<file path="src/rtl/cbf_pkg.sv">
package cbf_pkg;

    // Dispatch phase of one device on the shared bus
    typedef enum logic [1:0] {
        PH_IDLE  = 2'd0,
        PH_FRAME = 2'd1,
        PH_SEND  = 2'd2
    } phase_e;

    // Bundle handed from the dispatch controller to the top
    typedef struct packed {
        logic drive;    // frame pulse this cycle
        logic sending;  // own nibble on the bus this cycle
        logic overrun;  // sticky lost-request flag
    } disp_out_t;

    // Launch allowed only with a held request, a quiet counter and no foreign pulse
    function automatic logic may_launch(input logic pending,
                                        input logic bus_idle,
                                        input logic frame_seen);
        return pending && bus_idle && !frame_seen;
    endfunction

endpackage

</file>
<file path="src/rtl/cbf_nibble_counter.sv">
module cbf_nibble_counter #(
    parameter int ADDR_W = 6
) (
    input  logic              clk,
    input  logic              rst,
    input  logic              frm_seen,
    input  logic [ADDR_W-1:0] start_addr,
    input  logic [ADDR_W-1:0] stop_addr,
    output logic [ADDR_W-1:0] addr,
    output logic              at_stop
);

    assign at_stop = (addr == stop_addr);

    always_ff @(posedge clk) begin
        if (rst) begin
            addr <= stop_addr;
        end else if (frm_seen) begin
            addr <= start_addr;
        end else if (!at_stop) begin
            addr <= addr + 1'b1;
        end
    end

    // any sampled frame pulse realigns the counter to the start address
    p_load_start_r2: assert property (@(posedge clk) disable iff (rst)
        frm_seen |=> (addr == $past(start_addr)));

    // parked counter stays parked without a pulse
    p_park_r3: assert property (@(posedge clk) disable iff (rst)
        (!frm_seen && at_stop) |=> $stable(addr));

endmodule

</file>
<file path="src/rtl/cbf_dispatch.sv">
module cbf_dispatch
    import cbf_pkg::*;
(
    input  logic      clk,
    input  logic      rst,
    input  logic      ld_req,
    input  logic      frm_seen,
    input  logic      bus_idle,
    output disp_out_t dout
);

    phase_e phase, phase_nx;
    logic   pending;
    logic   overrun;

    always_comb begin
        phase_nx = phase;
        unique case (phase)
            PH_IDLE: begin
                if (may_launch(pending, bus_idle, frm_seen))
                    phase_nx = PH_FRAME;
            end
            PH_FRAME: begin
                phase_nx = frm_seen ? PH_SEND : PH_IDLE;
            end
            PH_SEND: begin
                if (frm_seen || bus_idle)
                    phase_nx = PH_IDLE;
            end
            default: phase_nx = PH_IDLE;
        endcase
    end

    always_ff @(posedge clk) begin
        if (rst) begin
            phase   <= PH_IDLE;
            pending <= 1'b0;
            overrun <= 1'b0;
        end else begin
            phase <= phase_nx;
            if (ld_req && pending)
                overrun <= 1'b1;
            if (phase == PH_FRAME && frm_seen)
                pending <= 1'b0;
            else if (ld_req)
                pending <= 1'b1;
        end
    end

    assign dout.drive   = (phase == PH_FRAME);
    assign dout.sending = (phase == PH_SEND);
    assign dout.overrun = overrun;

    // a foreign pulse at the launch edge blocks the launch
    p_hold_on_peer_r7: assert property (@(posedge clk) disable iff (rst)
        (phase == PH_IDLE && frm_seen) |=> (phase != PH_FRAME));

    // never launch while the shared counter is mid-cell
    p_launch_idle_r6: assert property (@(posedge clk) disable iff (rst)
        (phase == PH_IDLE && !bus_idle) |=> (phase != PH_FRAME));

    // lost-request flag is sticky
    p_overrun_sticky_r9: assert property (@(posedge clk) disable iff (rst)
        overrun |=> overrun);

endmodule

</file>
<file path="src/rtl/shared_cell_bus_framer.sv">
module shared_cell_bus_framer
    import cbf_pkg::*;
#(
    parameter int ADDR_W = 6
) (
    input  logic              clk,
    input  logic              rst,
    input  logic              ld_req,
    input  logic [ADDR_W-1:0] cfg_start,
    input  logic [ADDR_W-1:0] cfg_stop,
    input  logic              frm_in,
    output logic              frm_oe,
    output logic              frm_out,
    output logic [ADDR_W-1:0] buf_addr,
    output logic              nib_valid,
    output logic              req_overrun
);

    logic      at_stop;
    disp_out_t dout;

    cbf_nibble_counter #(.ADDR_W(ADDR_W)) u_cnt (
        .clk        (clk),
        .rst        (rst),
        .frm_seen   (frm_in),
        .start_addr (cfg_start),
        .stop_addr  (cfg_stop),
        .addr       (buf_addr),
        .at_stop    (at_stop)
    );

    cbf_dispatch u_disp (
        .clk      (clk),
        .rst      (rst),
        .ld_req   (ld_req),
        .frm_seen (frm_in),
        .bus_idle (at_stop),
        .dout     (dout)
    );

    assign frm_oe      = dout.drive;
    assign frm_out     = dout.drive;
    assign nib_valid   = dout.sending;
    assign req_overrun = dout.overrun;

    // frame pulse is a single cycle
    p_single_pulse_r4: assert property (@(posedge clk) disable iff (rst)
        frm_oe |=> !frm_oe);

    // first nibble at the start address right after the own pulse
    p_first_nibble_r5: assert property (@(posedge clk) disable iff (rst)
        (frm_oe && frm_in) |=> (nib_valid && buf_addr == $past(cfg_start)));

    // counter steps by one between pulses until parked
    p_step_r3: assert property (@(posedge clk) disable iff (rst)
        (!frm_in && buf_addr != cfg_stop) |=> (buf_addr == $past(buf_addr) + 1'b1));

endmodule

</file>
<file path="config.mk">
export PLATFORM = sky130hd
export DESIGN_NAME = shared_cell_bus_framer
export DESIGN_NICKNAME = d
export VERILOG_FILES = /design/src/rtl/cbf_pkg.sv /design/src/rtl/cbf_nibble_counter.sv /design/src/rtl/cbf_dispatch.sv /design/src/rtl/shared_cell_bus_framer.sv
export SDC_FILE = /design/constraint.sdc
export NUM_CORES = 1
export LEC_CHECK = 0
export CAP_MARGIN = 0
export CELL_PAD_IN_SITES_DETAIL_PLACEMENT = 0
export CELL_PAD_IN_SITES_GLOBAL_PLACEMENT = 2
export CORE_ASPECT_RATIO = 0.5
export CORE_UTILIZATION = 23
export CTS_BUF_LIST = sky130_fd_sc_hd__clkbuf_4 sky130_fd_sc_hd__clkbuf_8 sky130_fd_sc_hd__clkbuf_16
export DETAILED_ROUTE_END_ITERATION = 16
export GPL_ROUTABILITY_DRIVEN = 0
export PLACE_DENSITY_LB_ADDON = 0.1
export SLEW_MARGIN = 20
export SYNTH_ARGS = -nofsm -noshare
export SYNTH_HDL_FRONTEND = slang
export SYNTH_SLANG_ARGS = --single-unit
</file>
<file path="constraint.sdc">
create_clock -name clk -period 1.7 [get_ports clk]
set_clock_uncertainty 0.1 [all_clocks]
set_input_delay 0.34 -clock clk [delete_from_list [all_inputs] [get_ports clk]]
set_output_delay 0.34 -clock clk [all_outputs]
set_load 0.1 [all_outputs]
</file>
==> results by group, run 1 <==
Synthesis
  – Post-synth EDFFs: 6
  – FFs w/ async S/R, synth: 0
  – Synth cell types: 25
  – Avg Cell Area, Syn: 9.663 um^2
  – Post-Synthesis Cells: 65
  – Commonest register cell after synthesis: edfxtp_1
  – Synth top area share: 0.2869
  – Seq cells post-synth: 10
  – Dominant cells by area after synthesis: edfxtp_1 (29%), dfxtp_1 (13%), xor2_1 (13%)
  – Cell taking the most area after synthesis: edfxtp_1
  – Post-synthesis cell area: 628.1 um^2
  – Register area share after synthesis: 0.4143
  – Syn_nets: 82
  – Ys Warns: 0

Setup path
  – Setup CP Type: input port to flop
  – Startpoint Class: input port
  – CP Capture Type: flop
  – Slowest cell on the critical path: clkdlybuf4s50_1
  – Worst path cell trace: clkdlybuf4s50_1 -> xor2_1 -> nor4_2 -> nand3_2
  – Worst path required time: 1.55 ns
  – Crit-path max cell delay: 0.44 ns
  – Critical path data arrival time: 1.46 ns
  – Max Fanout on Critical Path: 6
  – Crit path max-delay family: simple AND/OR/NAND/NOR gates
  – CP bufs+invs: 1

Power and ir drop
  – P_int: 0.0006431 W
  – Switching power total: 0.0003479 W
  – Sw frac: 0.3510
  – P_leak: 0.5313 nW
  – Power Density: 823.4 nW/um^2
  – Reg power frac: 0.302
  – Peak supply drop: 317.6 uV
  – Combinational share of power: 0.418
  – Clk pwr share: 0.280

Floorplan
  – Initial core utilization: 0.2631
  – Die X: 75.91 um
  – Row cnt: 12
  – Die Area: 2957 um^2
  – IO Count: 26
  – Core Region: 2387 um^2
  – Die H: 38.95 um

STA
  – Minimum clock period: 1.619 ns
  – Slew Limit Fails: 0
  – Max Freq: 0.6177 GHz
  – Worst Tran Pin Value: 0.2961 ns
  – Final setup viols: 0
  – RSZ-0062 raised after global routing: false
  – Hold WS: 0.3994 ns
  – Worst rel slew slack: 0.8010
  – Setup TNS: 0 ns
  – Part of the cycle the worst path needs: 0.9523
  – Final Hold Viols: 0

Clocking
  – Worst-skew pair later-pin latency: 0.24 ns
  – CTS root buffer: clkbuf_8
  – H-tree lvl count: 1
  – Hold buffers post-CTS: 0
  – Maximum root-to-sink buffer count: 2
  – CTS buffer count: 3
  – TritonCTS clock tree: done
  – Clock sink count: 10
  – CTS clk-pin slew, worst paths: 0.05 ns

Run
  – Max_cap viols: 0

Final layout
  – Multi-input logic area: 346.6 um^2
  – Sequential Area: 260.3 um^2
  – Most common cell after layout, fill and taps aside: buf_4
  – Most frequent cells in the layout: buf_4 (18), clkdlybuf4s50_1 (12), buf_12 (10), xor2_1 (9), edfxtp_1 (6)
  – Area Overhead vs Synth: 91.63%
  – Fill cell count: 224
  – Final nets: 127
  – Antenna diodes: 0
  – Post-route cell area: 1204 um^2
  – Share of post-route cells with drive strength above 1: 0.3670
  – Fin util: 0.5042

Detailed routing
  – Post-DRT Antenna Nets: 0
  – DR WL/cell: 12.22 um
  – Vias per inst: 4.264
  – First DRT Iteration DRCs: 4
  – Final wirelength: 1.760 mm
  – Total vias in the final route: 614
  – Router iterations before antenna repair: 2
  – Drt drc: 0

Global routing
  – GRT overflow: 0
  – Initial antenna violation count: 0
  – M1 GR Usage: 0.1846
  – Gr usage total: 0.1404
  – Pin count of the biggest net entering global routing: 11
  – Vias in the first global route: 598
  – Global-route wire length before repair: 2.994 mm
  – Met3 Track Usage GR: 0.06588
  – Grt peak-use layer: met2
  – Met2 Use GR: 0.2159

Run status
  – Run status: completed

Place
  – DP HPWL: 1.489 mm
  – Post-DP Area: 1145 um^2
  – I/O Buffers: 25

Hold path
  – Hold Crit Class: input port to flop
[final timing paths]
check,cells after the start,to,slack [ns],start
setup reg to reg,3,u_cnt.addr[2]$_DFFE_PP_,0.14,u_cnt.addr[1]$_DFFE_PP_
setup / recovery,4,u_cnt.addr[2]$_DFFE_PP_,0.08,cfg_stop[1]
hold / removal,3,u_cnt.addr[5]$_DFFE_PP_,0.40,cfg_stop[5]
hold reg to reg,2,u_disp.pending$_SDFFE_PP0P_,0.41,u_disp.pending$_SDFFE_PP0P_
[layer usage]
layer / up-vias / share of wire
li1: 324 / -
met1: 270 / 0.53
met2: 20 / 0.41
met3: 0 / 0.061
met4: 0 / 0
met5: - / 0
[cells in the mapped netlist (all sizes together) (3+ instances only)]
library cell / instances
nor3: 4
xor2: 9
inv: 3
a21oi: 3
dfxtp: 4
nand2: 4
o21ai: 3
nor2: 4
nand3: 5
edfxtp: 6
[worst reg2reg max path, cell delays in order (launching register included)]
cell and delay [ns]:
edfxtp_1 0.45, xor2_1 0.21, nor4_2 0.30, nand3_2 0.22
[flip-flops by register name, summed over array words and instances (netlist names)]
signal and count:
u_disp.overrun 1, u_cnt.addr 6, u_disp.phase 2, u_disp.pending 1
[area by class of cell]
cell class / count / share of cell area
Sequential cell: 10 / 0.2162
Clock buffer: 4 / 0.04054
Inverter: 3 / 0.009356
Multi-Input combinational cell: 49 / 0.2879
Timing Repair Buffer: 43 / 0.4096
Tap cell: 35 / 0.03638
[power groups by stage]
stage                     logic [W]  clock network, W  registers, W
after floorplan           0.0000800                 0      0.000440
after global placement     0.000413                 0      0.000305
after detailed placement   0.000416                 0      0.000305
after CTS                  0.000418          0.000283      0.000300
after global routing       0.000439          0.000296      0.000302
final                      0.000414          0.000277      0.000299
[cell families after synthesis]
| group | synth area share |
|---|---|
| flip-flops | 0.4143 |
| AND/OR/NAND/NOR | 0.2370 |
| adder cells (fa/ha/maj) | 0.01992 |
| XOR/XNOR | 0.1255 |
| AO/OA/AOI/OAI | 0.09960 |
| buffers and inverters | 0.05378 |
| multiplexers | 0.04980 |
[stage by stage]
stage | cells | power (W) | setup slack (ns)
global placement | 140 | 0.0007177 | -0.1968
detailed placement | 140 | 0.0007211 | -0.2683
finish | 144 | 0.0009910 | 0.08113
CTS | 144 | 0.001001 | 0.007972
floorplan | 65 | 0.0005205 | -0.4137
global route | 144 | 0.001038 | 0.01022
[timing repair]
action                                  4_1_cts  5_1_grt
pin swaps                                     2        2
endpoints found under the setup margin        6        7
gates resized for setup                       0        4
setup buffers                                 0        0
(Power assumes the default switching activity.)
==> run 2: changes to the inputs <==
--- a/config.mk
+++ b/config.mk
@@ -9,6 +9,7 @@
 export CELL_PAD_IN_SITES_DETAIL_PLACEMENT = 0
 export CELL_PAD_IN_SITES_GLOBAL_PLACEMENT = 2
 export CORE_ASPECT_RATIO = 0.5
+export CORE_MARGIN = 2
 export CORE_UTILIZATION = 23
 export CTS_BUF_LIST = sky130_fd_sc_hd__clkbuf_4 sky130_fd_sc_hd__clkbuf_8 sky130_fd_sc_hd__clkbuf_16
 export DETAILED_ROUTE_END_ITERATION = 16
==> constraint.sdc (replaced) <==
create_clock -name clk -period 1.66 [get_ports clk]
set_clock_uncertainty 0.1 [all_clocks]
set_input_delay 0.332 -clock clk [delete_from_list [all_inputs] [get_ports clk]]
set_output_delay 0.332 -clock clk [all_outputs]
set_load 0.1 [all_outputs]
==> run 2 against run 1 <==
Utilization shrank 5.6 points. Total power shrank 2.3%. Non-clock buffer count shrank 4. Worst setup slack lost 0.0061 ns. Critical endpoint unchanged. Via count shrank 0.16%. Worst hold slack lost 0.049 ns. Sequential share of layout area grew 0.70 points. Critical path depth shrank 1. Largest power group unchanged. Sequential power grew 3%. Flip-flop and latch count is the same.
==> results by group, run 2 (synthesis results as in run 1) <==
Run status
  – Run status: completed

Floorplan
  – Row cnt: 13 (+1)
  – Core Region: 2603 um^2 (+9.0%)
  – Die X: 77.91 um (+2.6%)
  – IO Count: 26 (unchanged)
  – Die H: 40.95 um (+5.1%)
  – Initial core utilization: 0.2413 (-0.02176)
  – Die Area: 3190 um^2 (+7.9%)

Detailed routing
  – Post-DRT Antenna Nets: 0 (unchanged)
  – Router iterations before antenna repair: 4 (+2)
  – First DRT Iteration DRCs: 7 (+3)
  – Vias per inst: 4.317 (+1.2%)
  – Final wirelength: 1.680 mm (-4.5%)
  – Total vias in the final route: 613 (-0.16%)
  – Drt drc: 0 (unchanged)
  – DR WL/cell: 11.83 um (-3.2%)

STA
  – Worst rel slew slack: 0.7773 (-0.02368)
  – RSZ-0062 raised after global routing: false
  – Worst Tran Pin Value: 0.3313 ns (+0.03522 ns)
  – Max Freq: 0.6309 GHz
  – Slew Limit Fails: 0 (unchanged)
  – Final Hold Viols: 0 (unchanged)
  – Final setup viols: 0 (unchanged)
  – Setup WS post-layout: 0.07500 ns (-0.006133 ns)
  – Part of the cycle the worst path needs: 0.9548
  – Minimum clock period: 1.585 ns

Run
  – Max_cap viols: 0 (unchanged)

Clocking
  – CTS buffer count: 3 (unchanged)
  – TritonCTS clock tree: done
  – Worst-skew pair later-pin latency: 0.23 ns (about the same)
  – CTS clk-pin slew, worst paths: 0.05 ns (about the same)
  – H-tree lvl count: 1 (unchanged)
  – CTS root buffer: clkbuf_8
  – Maximum root-to-sink buffer count: 2 (unchanged)
  – Clock sink count: 10 (unchanged)

Final layout
  – Max reg flops: 6 (unchanged)
  – Fin util: 0.4481 (-0.05612)
  – Multi-input logic area: 344.1 um^2 (-0.72%)
  – Top reg by flops: u_cnt.addr
  – Share of post-route cells with drive strength above 1: 0.3238 (-0.04316)
  – Fill cell count: 255 (+14%)
  – Most frequent cells in the layout: buf_4 (14), clkdlybuf4s50_1 (12), buf_12 (10), xor2_1 (9), edfxtp_1 (6)
  – Top flop regs: u_cnt.addr: 6 flops, u_disp.phase: 2 flops
  – Antenna diodes: 0 (unchanged)
  – Area Overhead vs Synth: 85.66%
  – Most common cell after layout, fill and taps aside: buf_4
  – Final nets: 123 (-3.1%)
  – Sequential Area: 260.3 um^2 (unchanged)

Setup path
  – Setup CP Type: flop to flop
  – CP Capture Type: flop
  – Critical path data arrival time: 1.43 ns (-0.03 ns)
  – Worst path required time: 1.51 ns (-0.04 ns)
  – Startpoint Class: flop
  – CP bufs+invs: 0 (-1)
  – Slowest cell on the critical path: edfxtp_1
  – Max Fanout on Critical Path: 6 (unchanged)
  – Crit path max-delay family: simple AND/OR/NAND/NOR gates
  – Crit-path max cell delay: 0.41 ns (-0.03 ns)
  – Worst path cell trace: xor2_1 -> nor4_2 -> nand3_2

Global routing
  – Global-route wire length before repair: 2.980 mm (-0.47%)
  – Pin count of the biggest net entering global routing: 11 (unchanged)
  – Gr usage total: 0.1313 (-0.009072)
  – Vias in the first global route: 623 (+4.2%)
  – GRT overflow: 0 (unchanged)
  – Initial antenna violation count: 0 (unchanged)

Power and ir drop
  – Post-layout power: 0.0009686 W (-2.3%)
  – Peak supply drop: 264.0 uV (-17%)
  – Power Density: 830.6 nW/um^2 (+0.88%)
  – P_leak: 0.5007 nW (-5.8%)

Hold path
  – Hold Crit Class: input port to flop

Place
  – Setup WS pre-CTS: -0.2821 ns (-0.01371 ns)
  – I/O Buffers: 25 (unchanged)
  – DP HPWL: 1.405 mm (-5.6%)
run 2: worst register-to-register path, cell delays in order, from the launching register on:
cell and delay (ns):
edfxtp_1 0.41, xor2_1 0.20, nor4_2 0.38, nand3_2 0.22
run 2: path summary, 6_finish.rpt:
kind	start	endpoint	slack [ns]	depth (start not counted)
worst max-delay path	u_cnt.addr[2]$_DFFE_PP_	u_cnt.addr[2]$_DFFE_PP_	0.07	3
worst min-delay path	cfg_stop[1]	u_cnt.addr[1]$_DFFE_PP_	0.35	3
worst max register to register	u_cnt.addr[2]$_DFFE_PP_	u_cnt.addr[2]$_DFFE_PP_	0.07	3
worst min register to register	u_disp.pending$_SDFFE_PP0P_	u_disp.pending$_SDFFE_PP0P_	0.41	2
run 2: timing repair:
| action | CTS | global route |
|---|---|---|
| endpoints found under the setup margin | 6 | 6 |
| setup buffers | 0 | 0 |
| resized for setup | 1 | 2 |
| hold buffers | 0 | 0 |
| gates cloned | 0 | 0 |
| endpoints found under the hold margin | 0 | 0 |
| pin swaps | 2 | 2 |
run 2: area by class of cell:
| class | count | share of cell area |
|---|---|---|
| sequential | 10 | 0.2232 |
| tap | 37 | 0.03970 |
| multi-input combinational | 49 | 0.2951 |
| clock buffer | 3 | 0.03541 |
| clock inverter | 1 | 0.003219 |
| timing repair buffer | 39 | 0.3938 |
| inverter | 3 | 0.009657 |
run 2: metal layers:
| metal | share of wire | routed length [um] | track usage | up-vias |
|---|---|---|---|---|
| li1 | - | - | - | 313 |
| met1 | 0.53 | 895 | 0.1713 | 281 |
| met2 | 0.40 | 679 | 0.2026 | 17 |
| met3 | 0.055 | 93 | 0.04846 | 2 |
| met4 | 0.0071 | 12 | 0.05263 | 0 |
| met5 | 0 | 0 | 0 | - |
run 2: power by group:
part / switching (W) / leakage [nW] / internal [W]
registers: 0.0000191 / 0.0965 / 0.000288
logic: 0.000235 / 0.381 / 0.000176
clock network: 0.0000882 / 0.0231 / 0.000161
total: 0.000342 / 0.501 / 0.000626
run 2: per-stage QoR:
step	instances	hold WS (ns)	setup TNS (ns)	area, um^2
after global routing	142	0.3924	0	1166
after floorplan	65	0.3711	-4.966	638.1
after global placement	138	0.3997	-2.147	1117
after CTS	142	0.4155	0	1161
after detailed placement	138	0.4070	-2.648	1117
final	142	0.3505	0	1166
==> run 3: changes to the inputs <==
--- a/config.mk
+++ b/config.mk
@@ -5,7 +5,7 @@
 export SDC_FILE = /design/constraint.sdc
 export NUM_CORES = 1
 export LEC_CHECK = 0
-export CAP_MARGIN = 0
+export ABC_CLOCK_PERIOD_IN_PS = 1660
 export CELL_PAD_IN_SITES_DETAIL_PLACEMENT = 0
 export CELL_PAD_IN_SITES_GLOBAL_PLACEMENT = 2
 export CORE_ASPECT_RATIO = 0.5
==> results of run 3 <==
Final layout, timing and power as in run 2 (identical DEF).
